$ cat config.mk
export PLATFORM = sky130hd
export DESIGN_NAME = uart_fifo_core
export DESIGN_NICKNAME = d
export VERILOG_FILES = /design/src/rtl/uart_fifo_core.sv
export SDC_FILE = /design/constraint.sdc
export NUM_CORES = 1
export LEC_CHECK = 0
export ABC_AREA = 0
export CAP_MARGIN = 20
export CORE_MARGIN = 3
export CORE_UTILIZATION = 60
export CTS_CLUSTER_DIAMETER = 80
export DETAILED_ROUTE_END_ITERATION = 12
export PLACE_DENSITY = 0.81
export SLEW_MARGIN = 20
export SYNTH_ARGS = -nofsm -noshare
export SYNTH_HDL_FRONTEND = slang
export SYNTH_SLANG_ARGS = --single-unit
export TNS_END_PERCENT = 30
$ cat constraint.sdc
create_clock -name clk -period 8.5 [get_ports clk]
set_input_delay 1.7 -clock clk [delete_from_list [all_inputs] [get_ports clk]]
set_output_delay 1.7 -clock clk [all_outputs]
set_load 0.01 [all_outputs]
$ cat src/rtl/uart_fifo_core.sv
module uart_fifo_core #(
  parameter int DEPTH = 16,
  parameter int DIV_W = 16
) (
  input  logic        clk,
  input  logic        rst_n,
  input  logic        addr,
  input  logic        wr_en,
  input  logic        rd_en,
  input  logic [15:0] wdata,
  output logic [15:0] rdata,
  input  logic        rxd,
  output logic        txd,
  output logic        tx_empty,
  output logic        tx_full,
  output logic        rx_avail,
  output logic        rx_overrun
);
  localparam int AW = $clog2(DEPTH);
  localparam int CW = AW + 1;

  logic             brk, dlab, fen;
  logic [DIV_W-1:0] div, bcnt;

  wire ctrl_wr   = wr_en & addr;
  wire buf_wr    = wr_en & ~addr & ~dlab;
  wire div_wr    = wr_en & ~addr & dlab;
  wire buf_rd    = rd_en & ~addr & ~dlab;
  wire mode_flip = ctrl_wr & (wdata[8] != fen);
  wire rx_flush  = mode_flip | (ctrl_wr & wdata[9]);
  wire tx_flush  = mode_flip | (ctrl_wr & wdata[10]);
  wire [CW-1:0] cap = fen ? CW'(DEPTH) : CW'(1);
  wire tick = (bcnt >= div);

  always_ff @(posedge clk or negedge rst_n)
    if (!rst_n) begin
      brk <= 1'b0; dlab <= 1'b0; fen <= 1'b0; div <= '0;
    end else begin
      if (ctrl_wr) begin
        brk  <= wdata[6];
        dlab <= wdata[7];
        fen  <= wdata[8];
      end
      if (div_wr) div <= wdata[DIV_W-1:0];
    end

  always_ff @(posedge clk or negedge rst_n)
    if (!rst_n) bcnt <= '0;
    else        bcnt <= tick ? '0 : bcnt + 1'b1;

  // transmit queue
  logic [7:0]    tmem [DEPTH];
  logic [AW-1:0] twp, trp;
  logic [CW-1:0] tcnt;
  logic          tx_busy;
  logic [9:0]    tsh;
  logic [3:0]    tos, tbits;

  assign tx_empty = (tcnt == '0);
  assign tx_full  = (tcnt >= cap);
  wire tpush = buf_wr & ~tx_full;
  wire tpop  = ~tx_busy & ~tx_empty & ~tx_flush;

  always_ff @(posedge clk)
    if (tpush) tmem[twp] <= wdata[7:0];

  always_ff @(posedge clk or negedge rst_n)
    if (!rst_n) begin
      twp <= '0; trp <= '0; tcnt <= '0;
    end else if (tx_flush) begin
      twp <= '0; trp <= '0; tcnt <= '0;
    end else begin
      if (tpush) twp <= twp + 1'b1;
      if (tpop)  trp <= trp + 1'b1;
      tcnt <= tcnt + CW'(tpush) - CW'(tpop);
    end

  always_ff @(posedge clk or negedge rst_n)
    if (!rst_n) begin
      tx_busy <= 1'b0; tsh <= '1; tos <= '0; tbits <= '0;
    end else if (tpop) begin
      tx_busy <= 1'b1;
      tsh     <= {1'b1, tmem[trp], 1'b0};
      tos     <= '0;
      tbits   <= '0;
    end else if (tx_busy && tick) begin
      tos <= tos + 4'd1;
      if (tos == 4'd15) begin
        tsh   <= {1'b1, tsh[9:1]};
        tbits <= tbits + 4'd1;
        if (tbits == 4'd9) tx_busy <= 1'b0;
      end
    end

  wire tx_line = tx_busy ? tsh[0] : 1'b1;
  assign txd = tx_line & ~brk;

  // receive engine
  logic [1:0] rsy;
  logic       rx_busy, rvalid;
  logic [3:0] ros, rbits;
  logic [7:0] rsh;
  wire rin = rsy[1];

  always_ff @(posedge clk or negedge rst_n)
    if (!rst_n) rsy <= 2'b11;
    else        rsy <= {rsy[0], rxd};

  always_ff @(posedge clk or negedge rst_n)
    if (!rst_n) begin
      rx_busy <= 1'b0; rvalid <= 1'b0; ros <= '0; rbits <= '0; rsh <= '0;
    end else begin
      rvalid <= 1'b0;
      if (tick) begin
        if (!rx_busy) begin
          if (!rin) begin
            rx_busy <= 1'b1; ros <= '0; rbits <= '0;
          end
        end else begin
          ros <= ros + 4'd1;
          if (ros == 4'd7) begin
            if (rbits == 4'd0) begin
              if (rin) rx_busy <= 1'b0;
            end else if (rbits == 4'd9) begin
              rx_busy <= 1'b0;
              rvalid  <= rin;
            end else begin
              rsh <= {rin, rsh[7:1]};
            end
          end
          if (ros == 4'd15) rbits <= rbits + 4'd1;
        end
      end
    end

  // receive queue
  logic [7:0]    rmem [DEPTH];
  logic [AW-1:0] rwp, rrp;
  logic [CW-1:0] rcnt;
  logic          ovr;

  wire rx_room = rx_flush | (rcnt < cap);
  wire rpush   = rvalid & rx_room;
  wire rpop    = buf_rd & (rcnt != '0) & ~rx_flush;
  wire [AW-1:0] rwidx = rx_flush ? '0 : rwp;

  always_ff @(posedge clk)
    if (rpush) rmem[rwidx] <= rsh;

  always_ff @(posedge clk or negedge rst_n)
    if (!rst_n) begin
      rwp <= '0; rrp <= '0; rcnt <= '0; ovr <= 1'b0;
    end else if (rx_flush) begin
      rwp  <= rpush ? AW'(1) : '0;
      rrp  <= '0;
      rcnt <= CW'(rpush);
      ovr  <= 1'b0;
    end else begin
      if (rpush) rwp <= rwp + 1'b1;
      if (rpop)  rrp <= rrp + 1'b1;
      rcnt <= rcnt + CW'(rpush) - CW'(rpop);
      if (rvalid && !rx_room) ovr <= 1'b1;
    end

  assign rx_avail   = (rcnt != '0);
  assign rx_overrun = ovr;
  assign rdata = addr ? {5'b0, fen, dlab, brk, 6'b0}
               : dlab ? 16'(div) : {8'b0, rmem[rrp]};
endmodule

# == Yosys cells after proc, flatten, opt, wreduce, memory -nomap -nowiden ==
# Memory sizes are Yosys's and may differ from the RTL's.
# Cells that the tools add are included.
# totals
ff_bits,101
latch_bits,0
ramBits,256
rom_bits,0
in_bits,22
output_inout_bits,21
word_cells,145
mem_count,2
# mem_list
name,words,word_bits,read_ports,rd_clocked_by_memory_dff,wr,line,rtl
rmem,16,8,1,0,1,137,logic [7:0] rmem [DEPTH];
tmem,16,8,1,0,1,52,logic [7:0] tmem [DEPTH];
# classes
add_sub_neg,13
multipliers,0
n_div,0
magnitude_cmp,3
n_eq_ne,8
shifts,0
muxes,49
bitwise_logic,29
n_reduce_logical,19
# op_table
operator,n
$mux 4,18
$mux 16,3
$add 4x1->4 const B,8
$mux 10,3
$mux 1,22
$add 16x1->16 const B,1
$and 1x1->1,16
$eq 4x4->1 const B,4
$ge 16x16->1,1
$reduce_bool 2->1,8
$mux 5,3
$add 5x1->5,2
$not 1->1,10
$sub 5x1->5,2
$reduce_and 3->1,2
$ge 5x5->1,1
$logic_not 5->1,1
$lt 5x5->1,1
$reduce_and 5->1,1
$reduce_bool 5->1,1
$eq 4x3->1 const B,1
$logic_not 4->1,1
$ne 2x1->1 const B,2
$reduce_and 2->1,2
other kinds (4),7

# == Longest topological paths before layout ==
# logic_depth
depth_word,8
depth_mapped,17

# == Worst setup path before layout ==
# Ideal clock, no wire load.
# synth_path
path_type,input -> register
from,input addr
to,register tcnt[4]
arrival_time_ns,4.129
required_ns,8.423
path_slack_ns,4.294
cell_stages,14
cell_sequence,nor2_1 nand2_1 a211oi_2 inv_1 ha_1 inv_1 ha_1 inv_1 fa_1 nor2_1 nor2_1 nor2_1 or3_1 a21oi_1
# synth_via
elab_chain_len,7
# synth_lines
item,line,rtl
from (decl),7,"input logic addr,"
$not 1->1 or $and 1x1->1 (tied branches),"26, 25",
"$and 1x1->1, on equally long branches","26, 29, 31",
$and 1x1->1 or $or 1x1->1 (tied branches),"26, 31",
$and 1x1->1 or $not 1->1 (tied branches),"61, 62",
$add 5x1->5 or $and 1x1->1 (tied branches),"75, 62",
$sub 5x1->5,75,tcnt <= tcnt + CW'(tpush) - CW'(tpop);
$mux 5 (*),70,end else if (tx_flush) begin
to (signal assigned),75,
to (decl),54,logic [CW-1:0] tcnt;
# Every way passes the cells marked *; elsewhere a longest branch is shown, timed or not.
# A chain may end at the register's enable or synchronous reset.

# == Worst setup path in the final report ==
# layout_path
from,input addr
to,output rdata[3]
# layout_via
elab_chain_len,1
# layout_lines
item,line,rtl
$mux 16,167,"assign rdata = addr ? {5'b0, fen, dlab, brk, 6'b0}"
to (decl),11,"output logic [15:0] rdata,"
# No other way between the ends.

==> impl_results.md <==
* Critical path cell sequence: clkdlybuf4s50_1 -> nor2_1 -> a22o_1 -> clkdlybuf4s50_1
* DR pass1 iterations at 5
* Leakage at 6.28 nW
* DR WL/cell at between 20 and 25 um
* Final Cycle Share at 0.642
* CTS clk-pin slew, worst paths at around 60 ps
* F_max at 183 MHz
* Num CTS Buffers at 37
* Hold Startpoint: rsy[0]$_DFF_PN1_
* Cells after Synth at 953
* CORE AREA at 24700 um^2
* Die Ht at 165 um
* Largest net degree at the start of global routing at 53
* Tmin final at 5460 ps
* Most frequent cells in the layout: edfxtp_1, dfrtp_1, nor2_1, mux4_2, ha_1
* Layout Utilization at 0.698
* Via count at 8278
* Hold path cells at 0
* Full die area at between 20000 and 30000 um^2
* Grt total ovfl at 0
* Worst hold path class: reg -> reg
* CP Data Arrival Time at approximately 3800 ps
* Final WS setup at 3040 ps
* Unique masters post-synth at 50
* Area Overhead vs Synth at 13.0%
* Reg2reg path depth at 17
* Syn_area_per_cell at 16.0 um^2
* Sum Neg Setup Slack at 0 ps
* Drc violations at 0
* Worst Skew at 29.2 ps
* Initial antenna violation count at 0
* HPWL reported at the end of detailed placement at between 15000 and 20000 um
* Ys flop type: edfxtp_1
* CTS root buf: clkbuf_16
* Filler cells at 1544
* CP Launch Point: addr
* Placer Congestion at just over 0.8
* Setup Viol. Count Final at 0
* Total Wirelength at 30600 um
* Pwr dens at between 200 and 300 nW/um^2
* Cell Rows at 57
* Critical path peak fanout at 10
* Die X-Extent at 165 um
* Post-CTS Resized at 0
* Critical path class: in -> out
* CTS sink count at 356
* Max-cap viol count at 0
* Power share of the clock group at 0.350
* # H-tree levels at 2
* Comb power frac at 0.176
* Port bufs at 42
* Setup fix buffers added after clock tree synthesis at 0
* Commonest non-fill, non-tap cell in the layout: edfxtp_1
* Post-route ant nets at 0
* Reg-to-Reg End: tcnt[4]$_DFF_PN0_
* Asr flop ratio synth at 0.281
* Syn Nets at 1027
* RSZ-0062 raised after global routing: no
* Crit path capture type: output pin
* IO Pins at 43
* Post-synthesis sequential area ratio at 0.669
* Cell Int Power at 3.27 mW
* Slew headroom at 0.289
* First-pass GRT wire length at 48300 um
* Most used cell, CP: clkdlybuf4s50_1
* Slowest CP cell: nor2_1
* Hold Buf Count CTS at 0
* Max IR drop VDD at 0.000213 V
* Status: complete, no violations
* CTS max path bufs at 3
* Synth warn at 0
* Worst reg2reg startpoint: tcnt[2]$_DFF_PN0_
* Vias/cell at 6.08
* Max-slew violation count at 0
* Synthesized area at 15200 um^2
* GRT Util Overall at 0.233
* Post-synth EDFFs at roughly 260
* Share of layout cells above drive strength 1 at 0.196
* Critical path launch point type: primary input
* Nets at around 1.1k
* CTS tree: yes
* Flop pwr share at 0.475
* Worst path required time at 6800 ps
* Worst-Margin Slew at 1070 ps
* Net Sw Frac at 0.268
* Antenna cells at 0
* Worst slack at placement at 2800 ps
* Vias in the first global route at 8533
* Hold Path End: rsy[1]$_DFF_PN1_
* FF-to-FF setup slack at 4440 ps
* Net Sw Power at 1.19 mW
* Clk_lat worst skew at 530 ps
* Final hold vios at 0
* Initial DRC count at between 600 and 700
* #FFs+latches synth at ~360
* Max stage delay on crit path at around 650 ps
* Initial Util at 0.618
[sequential cells by signal, summed over array words and instances (netlist names), 2 cells and up]
| name | cells |
|---|---|
| tsh | 9 |
| rbits | 4 |
| rwp | 4 |
| bcnt | 16 |
| div | 16 |
| tcnt | 5 |
| twp | 4 |
| rsh | 8 |
| trp | 4 |
| tbits | 4 |
| rmem | 128 |
| tmem | 128 |
| rrp | 4 |
| ros | 4 |
| tos | 4 |
| rcnt | 5 |
| rsy | 2 |
[cells in the mapped netlist, types with 2 or more instances]
library cell	count	share of area
a21oi_1	27	0.0089
nand2_1	43	0.011
mux2i_1	8	0.0053
or3_1	7	0.0029
nor2_1	73	0.018
nand2b_1	6	0.0025
o21ai_1	2	0.00066
nand3b_1	5	0.0025
clkbuf_1	27	0.0066
buf_2	7	0.0023
o21ai_0	17	0.0056
o221a_2	7	0.0052
edfxtp_1	256	0.50
o211ai_1	3	0.0015
nor2b_1	6	0.0025
a21o_1	2	0.00098
dfrtp_1	89	0.15
nor3_1	11	0.0036
nand4_1	11	0.0045
a31oi_1	3	0.0012
ha_1	50	0.041
inv_1	48	0.012
buf_1	4	0.00098
xor2_1	20	0.011
a221o_1	4	0.0026
a31o_2	2	0.0011
dfstp_2	11	0.019
and3_1	13	0.0053
mux4_2	73	0.11
fa_1	2	0.0026
a22oi_1	15	0.0074
nor4_1	7	0.0029
xnor2_1	8	0.0046
a22o_1	7	0.0040
and2_1	14	0.0057
o31ai_1	2	0.00098
mux2_2	27	0.020
nand3_1	24	0.0079
[power groups by stage]
stage | clock network [mW] | logic, mW | registers [mW]
2_1_floorplan | 0 | 0.577 | 2.11
3_3_place_gp | 0 | 0.754 | 2.14
3_5_place_dp | 0 | 0.783 | 2.15
4_1_cts | 1.59 | 0.794 | 2.11
5_1_grt | 1.66 | 0.883 | 2.13
6_report | 1.56 | 0.783 | 2.12
[layer usage]
metal | part of all wire | track usage | vias to the layer above
li1 | - | - | 3765
met1 | 0.42 | 0.322 | 4236
met2 | 0.52 | 0.398 | 232
met3 | 0.046 | 0.0342 | 45
met4 | 0.019 | 0.0594 | 0
met5 | 0 | 0 | -
[through the flow]
step | cell area [um^2] | total power, mW | hold WS [ps] | std cells
finish | 17200 | 4.46 | 356 | 1362
global route | 17200 | 4.67 | 361 | 1362
CTS | 17200 | 4.50 | 359 | 1362
detailed placement | 16000 | 2.93 | 348 | 1295
global placement | 16000 | 2.90 | 346 | 1295
floorplan | 15200 | 2.68 | 345 | 953
[cell type report]
class,instances,area [um^2],share of cell area
Clock buffer,49,1000,0.0581
Clock inverter,18,183,0.0106
Inverter,49,184,0.0107
Multi-Input combinational cell,509,4720,0.274
Sequential cell,356,10200,0.592
Tap cell,324,405,0.0235
Timing Repair Buffer,57,531,0.0308
[critical path: cells and delay by family]
family	cells	cell delay (ps)
buffers and inverters	2	1080
AND/OR/NAND/NOR	1	650
AO/OA/AOI/OAI	1	320
[cell families (layout without fill, tap and decap cells)]
| group | count (synthesis) | count (layout) | share of synthesized area |
|---|---|---|---|
| DFF | 356 | 356 | 0.669 |
| xor gates and xnor gates | 28 | 28 | 0.0161 |
| muxes | 108 | 108 | 0.133 |
| AOI/OAI and AO/OA | 98 | 98 | 0.0443 |
| and+or+nand+nor | 223 | 223 | 0.0711 |
| adders and majority gates | 52 | 52 | 0.0436 |
| buffers and inverters | 88 | 173 | 0.0227 |
[worst max-delay path by stage]
| stage | to | slack [ps] | cells after the start |
|---|---|---|---|
| 5_1_grt | rdata[3] | 2930 | 4 |
| 2_1_floorplan | tcnt[4]$_DFF_PN0_ | 4290 | 14 |
| 6_report | rdata[3] | 3040 | 4 |
| 3_5_place_dp | rdata[1] | 2800 | 4 |
| 3_3_place_gp | rdata[3] | 2820 | 4 |
| 4_1_cts | rdata[3] | 2790 | 4 |
(Power assumes the default switching activity.)
